===== config.mk =====
export PLATFORM = sky130hd
export DESIGN_NAME = rxu_receiver
export DESIGN_NICKNAME = d
export VERILOG_FILES = /design/src/rtl/rxu_pkg.sv /design/src/rtl/rxu_sync.sv /design/src/rtl/rxu_sampler.sv /design/src/rtl/rxu_host.sv /design/src/rtl/rxu_receiver.sv
export SDC_FILE = /design/constraint.sdc
export NUM_CORES = 1
export LEC_CHECK = 0
export BUFFER_PORTS_ARGS = -buffer_cell sky130_fd_sc_hd__buf_4
export CORE_UTILIZATION = 58
export DETAILED_ROUTE_END_ITERATION = 16
export PLACE_DENSITY_LB_ADDON = 0.25
export SLEW_MARGIN = 20
export SYNTH_ARGS = -nofsm -noshare
export SYNTH_HDL_FRONTEND = slang
export SYNTH_HIERARCHICAL = 1
export SYNTH_SLANG_ARGS = --single-unit

===== constraint.sdc =====
create_clock -name clk -period 1.78 [get_ports clk]
set_input_delay 0.089 -clock clk [delete_from_list [all_inputs] [get_ports clk]]
set_output_delay 0.089 -clock clk [all_outputs]
set_load 0.05 [all_outputs]

===== src/rtl/rxu_pkg.sv =====
package rxu_pkg;

   typedef enum logic [2:0] {
      ST_IDLE  = 3'd0,
      ST_START = 3'd1,
      ST_DATA  = 3'd2,
      ST_PAR   = 3'd3,
      ST_STOP  = 3'd4
   } rxu_state_e;

   // true when the ones count over data plus parity bit disagrees with the mode
   function automatic logic parity_bad(input logic ones_odd, input logic odd_mode);
      return ones_odd != odd_mode;
   endfunction

endpackage


===== src/rtl/rxu_sync.sv =====
module rxu_sync #(
   parameter int STAGES = 2
) (
   input  logic clk,
   input  logic rst_n,
   input  logic din,
   output logic dout
);
   logic [STAGES-1:0] chain;

   generate
      if (STAGES < 2) begin : g_bad
         $error("rxu_sync: STAGES must be at least 2");
      end
      for (genvar i = 0; i < STAGES; i++) begin : g_stage
         if (i == 0) begin : g_first
            always_ff @(posedge clk or negedge rst_n) begin
               if (!rst_n) chain[0] <= 1'b1;
               else        chain[0] <= din;
            end
         end else begin : g_next
            always_ff @(posedge clk or negedge rst_n) begin
               if (!rst_n) chain[i] <= 1'b1;
               else        chain[i] <= chain[i-1];
            end
         end
      end
   endgenerate

   assign dout = chain[STAGES-1];
endmodule


===== src/rtl/rxu_sampler.sv =====
module rxu_sampler
   import rxu_pkg::*;
#(
   parameter int DATA_W = 8,
   parameter int OVS    = 16
) (
   input  logic              clk,
   input  logic              rst_n,
   input  logic              rx_s,
   input  logic              odd_mode,
   output logic              done,
   output logic [DATA_W-1:0] frame_data,
   output logic              frame_perr,
   output logic              frame_ferr
);
   localparam int CW   = $clog2(OVS);
   localparam int IW   = (DATA_W > 1) ? $clog2(DATA_W) : 1;
   localparam int HALF = OVS / 2;
   localparam logic [CW-1:0] CNT_HALF = CW'(HALF - 1);
   localparam logic [CW-1:0] CNT_FULL = CW'(OVS - 1);
   localparam logic [IW-1:0] IDX_LAST = IW'(DATA_W - 1);

   rxu_state_e        state;
   logic [CW-1:0]     cnt;
   logic [IW-1:0]     idx;
   logic [DATA_W-1:0] shreg;
   logic              par_bit;
   logic              rx_prev;
   logic              at_full;

   assign at_full = (cnt == CNT_FULL);

   always_ff @(posedge clk or negedge rst_n) begin
      if (!rst_n) begin
         state      <= ST_IDLE;
         cnt        <= '0;
         idx        <= '0;
         shreg      <= '0;
         par_bit    <= 1'b0;
         rx_prev    <= 1'b1;
         done       <= 1'b0;
         frame_data <= '0;
         frame_perr <= 1'b0;
         frame_ferr <= 1'b0;
      end else begin
         rx_prev <= rx_s;
         done    <= 1'b0;
         unique case (state)
            ST_IDLE: begin
               if (rx_prev && !rx_s) begin
                  state <= ST_START;
                  cnt   <= '0;
               end
            end
            ST_START: begin
               if (cnt == CNT_HALF) begin
                  cnt <= '0;
                  idx <= '0;
                  state <= rx_s ? ST_IDLE : ST_DATA;
               end else begin
                  cnt <= cnt + 1'b1;
               end
            end
            ST_DATA: begin
               if (at_full) begin
                  cnt   <= '0;
                  shreg <= {rx_s, shreg[DATA_W-1:1]};
                  if (idx == IDX_LAST) state <= ST_PAR;
                  else                 idx   <= idx + 1'b1;
               end else begin
                  cnt <= cnt + 1'b1;
               end
            end
            ST_PAR: begin
               if (at_full) begin
                  cnt     <= '0;
                  par_bit <= rx_s;
                  state   <= ST_STOP;
               end else begin
                  cnt <= cnt + 1'b1;
               end
            end
            ST_STOP: begin
               if (at_full) begin
                  cnt        <= '0;
                  done       <= 1'b1;
                  frame_data <= shreg;
                  frame_perr <= parity_bad((^shreg) ^ par_bit, odd_mode);
                  frame_ferr <= !rx_s;
                  state      <= ST_IDLE;
               end else begin
                  cnt <= cnt + 1'b1;
               end
            end
            default: state <= ST_IDLE;
         endcase
      end
   end
endmodule


===== src/rtl/rxu_host.sv =====
module rxu_host #(
   parameter int DATA_W = 8
) (
   input  logic              clk,
   input  logic              rst_n,
   input  logic              done,
   input  logic [DATA_W-1:0] frame_data,
   input  logic              frame_perr,
   input  logic              frame_ferr,
   input  logic              rd_n,
   output logic [DATA_W-1:0] rx_byte,
   output logic              byte_ready,
   output logic              err_parity,
   output logic              err_frame,
   output logic              err_overrun
);
   logic [DATA_W-1:0] hold_q;

   always_ff @(posedge clk or negedge rst_n) begin
      if (!rst_n) begin
         hold_q      <= '0;
         byte_ready  <= 1'b0;
         err_parity  <= 1'b0;
         err_frame   <= 1'b0;
         err_overrun <= 1'b0;
      end else if (done) begin
         hold_q      <= frame_data;
         err_parity  <= frame_perr;
         err_frame   <= frame_ferr;
         err_overrun <= byte_ready && rd_n;
         byte_ready  <= 1'b1;
      end else if (!rd_n) begin
         byte_ready  <= 1'b0;
      end
   end

   assign rx_byte = rd_n ? '0 : hold_q;
endmodule


===== src/rtl/rxu_receiver.sv =====
module rxu_receiver #(
   parameter int DATA_W      = 8,
   parameter int OVS         = 16,
   parameter int SYNC_STAGES = 2
) (
   input  logic              clk,
   input  logic              rst_n,
   input  logic              rx_serial,
   input  logic              odd_parity,
   input  logic              rd_n,
   output logic [DATA_W-1:0] rx_byte,
   output logic              byte_ready,
   output logic              err_parity,
   output logic              err_frame,
   output logic              err_overrun
);
   generate
      if (OVS < 4 || (OVS % 2) != 0) begin : g_chk_ovs
         $error("rxu_receiver: OVS must be even and at least 4");
      end
      if (DATA_W < 2) begin : g_chk_w
         $error("rxu_receiver: DATA_W must be at least 2");
      end
   endgenerate

   logic              rx_s;
   logic              frame_done;
   logic [DATA_W-1:0] frame_data;
   logic              frame_perr;
   logic              frame_ferr;

   rxu_sync #(.STAGES(SYNC_STAGES)) u_sync (
      .clk  (clk),
      .rst_n(rst_n),
      .din  (rx_serial),
      .dout (rx_s)
   );

   rxu_sampler #(.DATA_W(DATA_W), .OVS(OVS)) u_samp (
      .clk       (clk),
      .rst_n     (rst_n),
      .rx_s      (rx_s),
      .odd_mode  (odd_parity),
      .done      (frame_done),
      .frame_data(frame_data),
      .frame_perr(frame_perr),
      .frame_ferr(frame_ferr)
   );

   rxu_host #(.DATA_W(DATA_W)) u_host (
      .clk        (clk),
      .rst_n      (rst_n),
      .done       (frame_done),
      .frame_data (frame_data),
      .frame_perr (frame_perr),
      .frame_ferr (frame_ferr),
      .rd_n       (rd_n),
      .rx_byte    (rx_byte),
      .byte_ready (byte_ready),
      .err_parity (err_parity),
      .err_frame  (err_frame),
      .err_overrun(err_overrun)
   );
endmodule


==> impl_summary.log <==
[metrics] result of the run: finished clean
[metrics] classification of the worst setup path: reg2reg
[metrics] Total Nets Final: 182
[metrics] unrepaired setup endpoints after global routing: no
[metrics] Power per Cell Area: 941.0 mW/mm²
[metrics] post-route ant nets: 0
[metrics] # Max-Cap Violations: 0
[metrics] post-synthesis instance area: 0.002059 mm²
[metrics] Required @ worst endpoint: 2.06 ns
[metrics] drt drc: 0
[metrics] Top-Level Pins: 17
[metrics] element type at the critical path end: flip-flop
[metrics] largest net degree at the start of global routing: 46
[metrics] Port Buffer Count: 16
[metrics] mean number of vias per cell: 5.357
[metrics] IR drop worst, VDD: 587.1 µV
[metrics] leakage power figure: 0.001158 µW
[metrics] die outline width: 61.59 µm
[metrics] chip height: 61.59 µm
[metrics] distinct cell type count of the synthesized netlist: 35
[metrics] CTS tree: built
[metrics] total global routing overflow: 0
[metrics] root buf cell: sky130_fd_sc_hd__clkbuf_4
[metrics] 1st-iter DRT viols: 58
[metrics] Final GP Congestion: 0.8636
[metrics] core outline area: 0.003363 mm²
[metrics] TritonCTS Sinks: 45
[metrics] floorplan die area: 0.003793 mm²
[metrics] Std-Cell Rows: 21
[metrics] total global routing track utilization: 0.2013
[metrics] Clock H-tree levels: 2
[metrics] layout overhead on the synthesized area: 12.45%
[metrics] share of post-route cells with drive strength above 1: 0.2914
[metrics] final critical path time including I/O delays and setup: 1.634 ns
[metrics] register area share after synthesis: 0.5486
[metrics] critical path startpoint category: flip-flop
[metrics] actual transition at the worst max-transition pin: 0.5880 ns
[metrics] worst setup slack after layout: 0.1464 ns
[metrics] number of buffers on the longest clock path: 2
[metrics] number of slew-limit violations in the final report: 0
[metrics] Net Count, Synth: 159
[metrics] DR pass1 iterations: 4
[metrics] area taken by multi-input logic gates: 875.8 µm²
[metrics] Diodes inserted: 0
[metrics] most frequent standard cell in the layout excluding fill and tap cells: sky130_fd_sc_hd__dfrtp_1
[metrics] Via Count: 1184
[metrics] hold slack: 0.2376 ns
[metrics] highest clock frequency the design can meet: 0.6121 GHz
[metrics] class of the most critical hold timing path: in2async
[metrics] Yosys reg bits: 45
[metrics] setup tns final: 0 ns
[metrics] routed wire length per instance: 14.48 µm
[metrics] final wirelength: 3201 µm
[metrics] clock transition at the registers of the reported paths: 0.12 ns
[metrics] latest clock arrival within the worst-skew pair: 0.36 ns
[metrics] vias in the first global route: 1219
[metrics] final clock skew: 0.004866 ns
[metrics] data arrival time at the worst-slack endpoint: 1.91 ns
[metrics] count of synthesis-stage warnings from yosys: 6
[metrics] worst-path maximum fanout: 9
[metrics] post-synthesis area per instance: 13.64 µm²
[metrics] highest-count cells in the layout ignoring fill and taps: sky130_fd_sc_hd__dfrtp_1 (42), sky130_fd_sc_hd__buf_4 (17), sky130_fd_sc_hd__mux2_1 (13)
[metrics] wire length of the first global-routing pass: 5347 µm
[metrics] DPL Wire Length: 2279 µm
[metrics] post-placement setup slack: 0.1574 ns
[metrics] antenna violations before repair: 0
[metrics] Max-Slew Margin vs Limit: 0.6080
[metrics] Initial Utilization: 0.6124
[metrics] FF/Latch Area: 0.001130 mm²
[metrics] CTS buffer count: 5
[metrics] final setup violation count: 0
[metrics] gate count after technology mapping: 151
[metrics] fill cell total of the finished layout: 262
[metrics] Post-CTS Resized: 0
[metrics] share of the cycle needed by the critical path after routing: 0.9178
[metrics] final number of hold-violating endpoints: 0
-- logic make-up after synthesis --
group,count (synthesis),share of synthesized area
mux,32,0.1950
xor+xnor,10,0.04921
compound gates,14,0.04618
simple gates,39,0.1167
buf+inv,8,0.02612
flops,45,0.5486
fa+ha+maj,3,0.01823
-- worst max-delay path: stages, from the launching register on --
cell and delay, ns:
sky130_fd_sc_hd__dfrtp_1 0.41, sky130_fd_sc_hd__ha_1 0.26, sky130_fd_sc_hd__and3_4 0.26, sky130_fd_sc_hd__nand3_4 0.16
sky130_fd_sc_hd__nor2_2 0.23, sky130_fd_sc_hd__mux2i_1 0.24
-- power breakdown --
group | switching, µW | internal (µW)
sequential | 98.4 | 1090
clock | 315 | 299
combinational | 205 | 172
-- what timing repair did --
action                                 CTS  global route
hold buffers                             3             0
buffers inserted                         0             0
endpoints found under the hold margin   44             0
-- cells in the mapped netlist, drive strengths merged --
cell type	n	area, µm²
dfrtp	42	1051
mux2	29	371.6
nand2	11	41.29
nand3	8	65.06
nor2b	8	50.05
o21ai	7	35.03
xnor2	7	61.31
nor2	5	23.77
buf	4	38.78
inv	4	15.01
dfstp	3	78.83
ha	3	37.54
mux2i	3	30.03
a22o	2	17.52
xor2	2	17.52
a21o	1	8.760
a221o	1	10.01
a31oi	1	6.260
and2	1	6.260
and2b	1	7.510
and3	1	11.26
nand2b	1	6.260
nand3b	1	7.510
nor3b	1	7.510
o2111ai	1	8.760
o2bb2ai	1	8.760
or4b	1	13.76
xnor3	1	22.52
-- area by class of cell --
type | instances | area share
Tap cell | 46 | 0.02485
Timing Repair Buffer | 20 | 0.06807
Clock buffer | 6 | 0.01783
Inverter | 4 | 0.006483
Multi-Input combinational cell | 98 | 0.3782
Clock inverter | 2 | 0.01675
Sequential cell | 45 | 0.4878
-- sequential cells by signal, summed over array words and instances (netlist names), 3 cells and up --
register,count
u_samp/cnt,4
u_samp/idx,3
u_samp/frame_data,8
u_samp/shreg,8
u_samp/state,3
u_host/hold_q,8
-- final timing paths --
check | start | end | slack (ns) | cells past startpoint
setup / recovery | u_samp/cnt[0]$_DFFE_PN0P_ | u_samp/idx[2]$_DFFE_PN0P_ | 0.15 | 5
hold / removal | rst_n | u_host/byte_ready$_DFFE_PN0P_ | 0.24 | 2
setup reg to reg | u_samp/cnt[0]$_DFFE_PN0P_ | u_samp/idx[2]$_DFFE_PN0P_ | 0.15 | 5
hold reg to reg | u_sync/chain[0]$_DFF_PN1_ | u_sync/dout$_DFF_PN1_ | 0.37 | 0
max in group asynchronous | rst_n | u_sync/chain[0]$_DFF_PN1_ | 1.16 | 2
min in group clk | u_sync/chain[0]$_DFF_PN1_ | u_sync/dout$_DFF_PN1_ | 0.37 | 0
-- metal layers --
metal,share of wire,GRT usage,vias up
met1,0.42,0.2286,580
met2,0.52,0.3502,32
met3,0.041,0.06513,6
met4,0.017,0.08254,0
met5,0,0,-
li1,-,-,566
-- metrics by stage --
stage | cell area [µm²] | utilization | power (µW) | cells
after global placement | 2206 | 0.6559 | 1545 | 210
after floorplan | 2059 | - | 1460 | 151
final | 2316 | 0.6886 | 2179 | 221
after detailed placement | 2206 | 0.6559 | 1569 | 210
after CTS | 2316 | 0.6886 | 2204 | 221
after global routing | 2316 | 0.6886 | 2287 | 221
(Power assumes the default switching activity.)
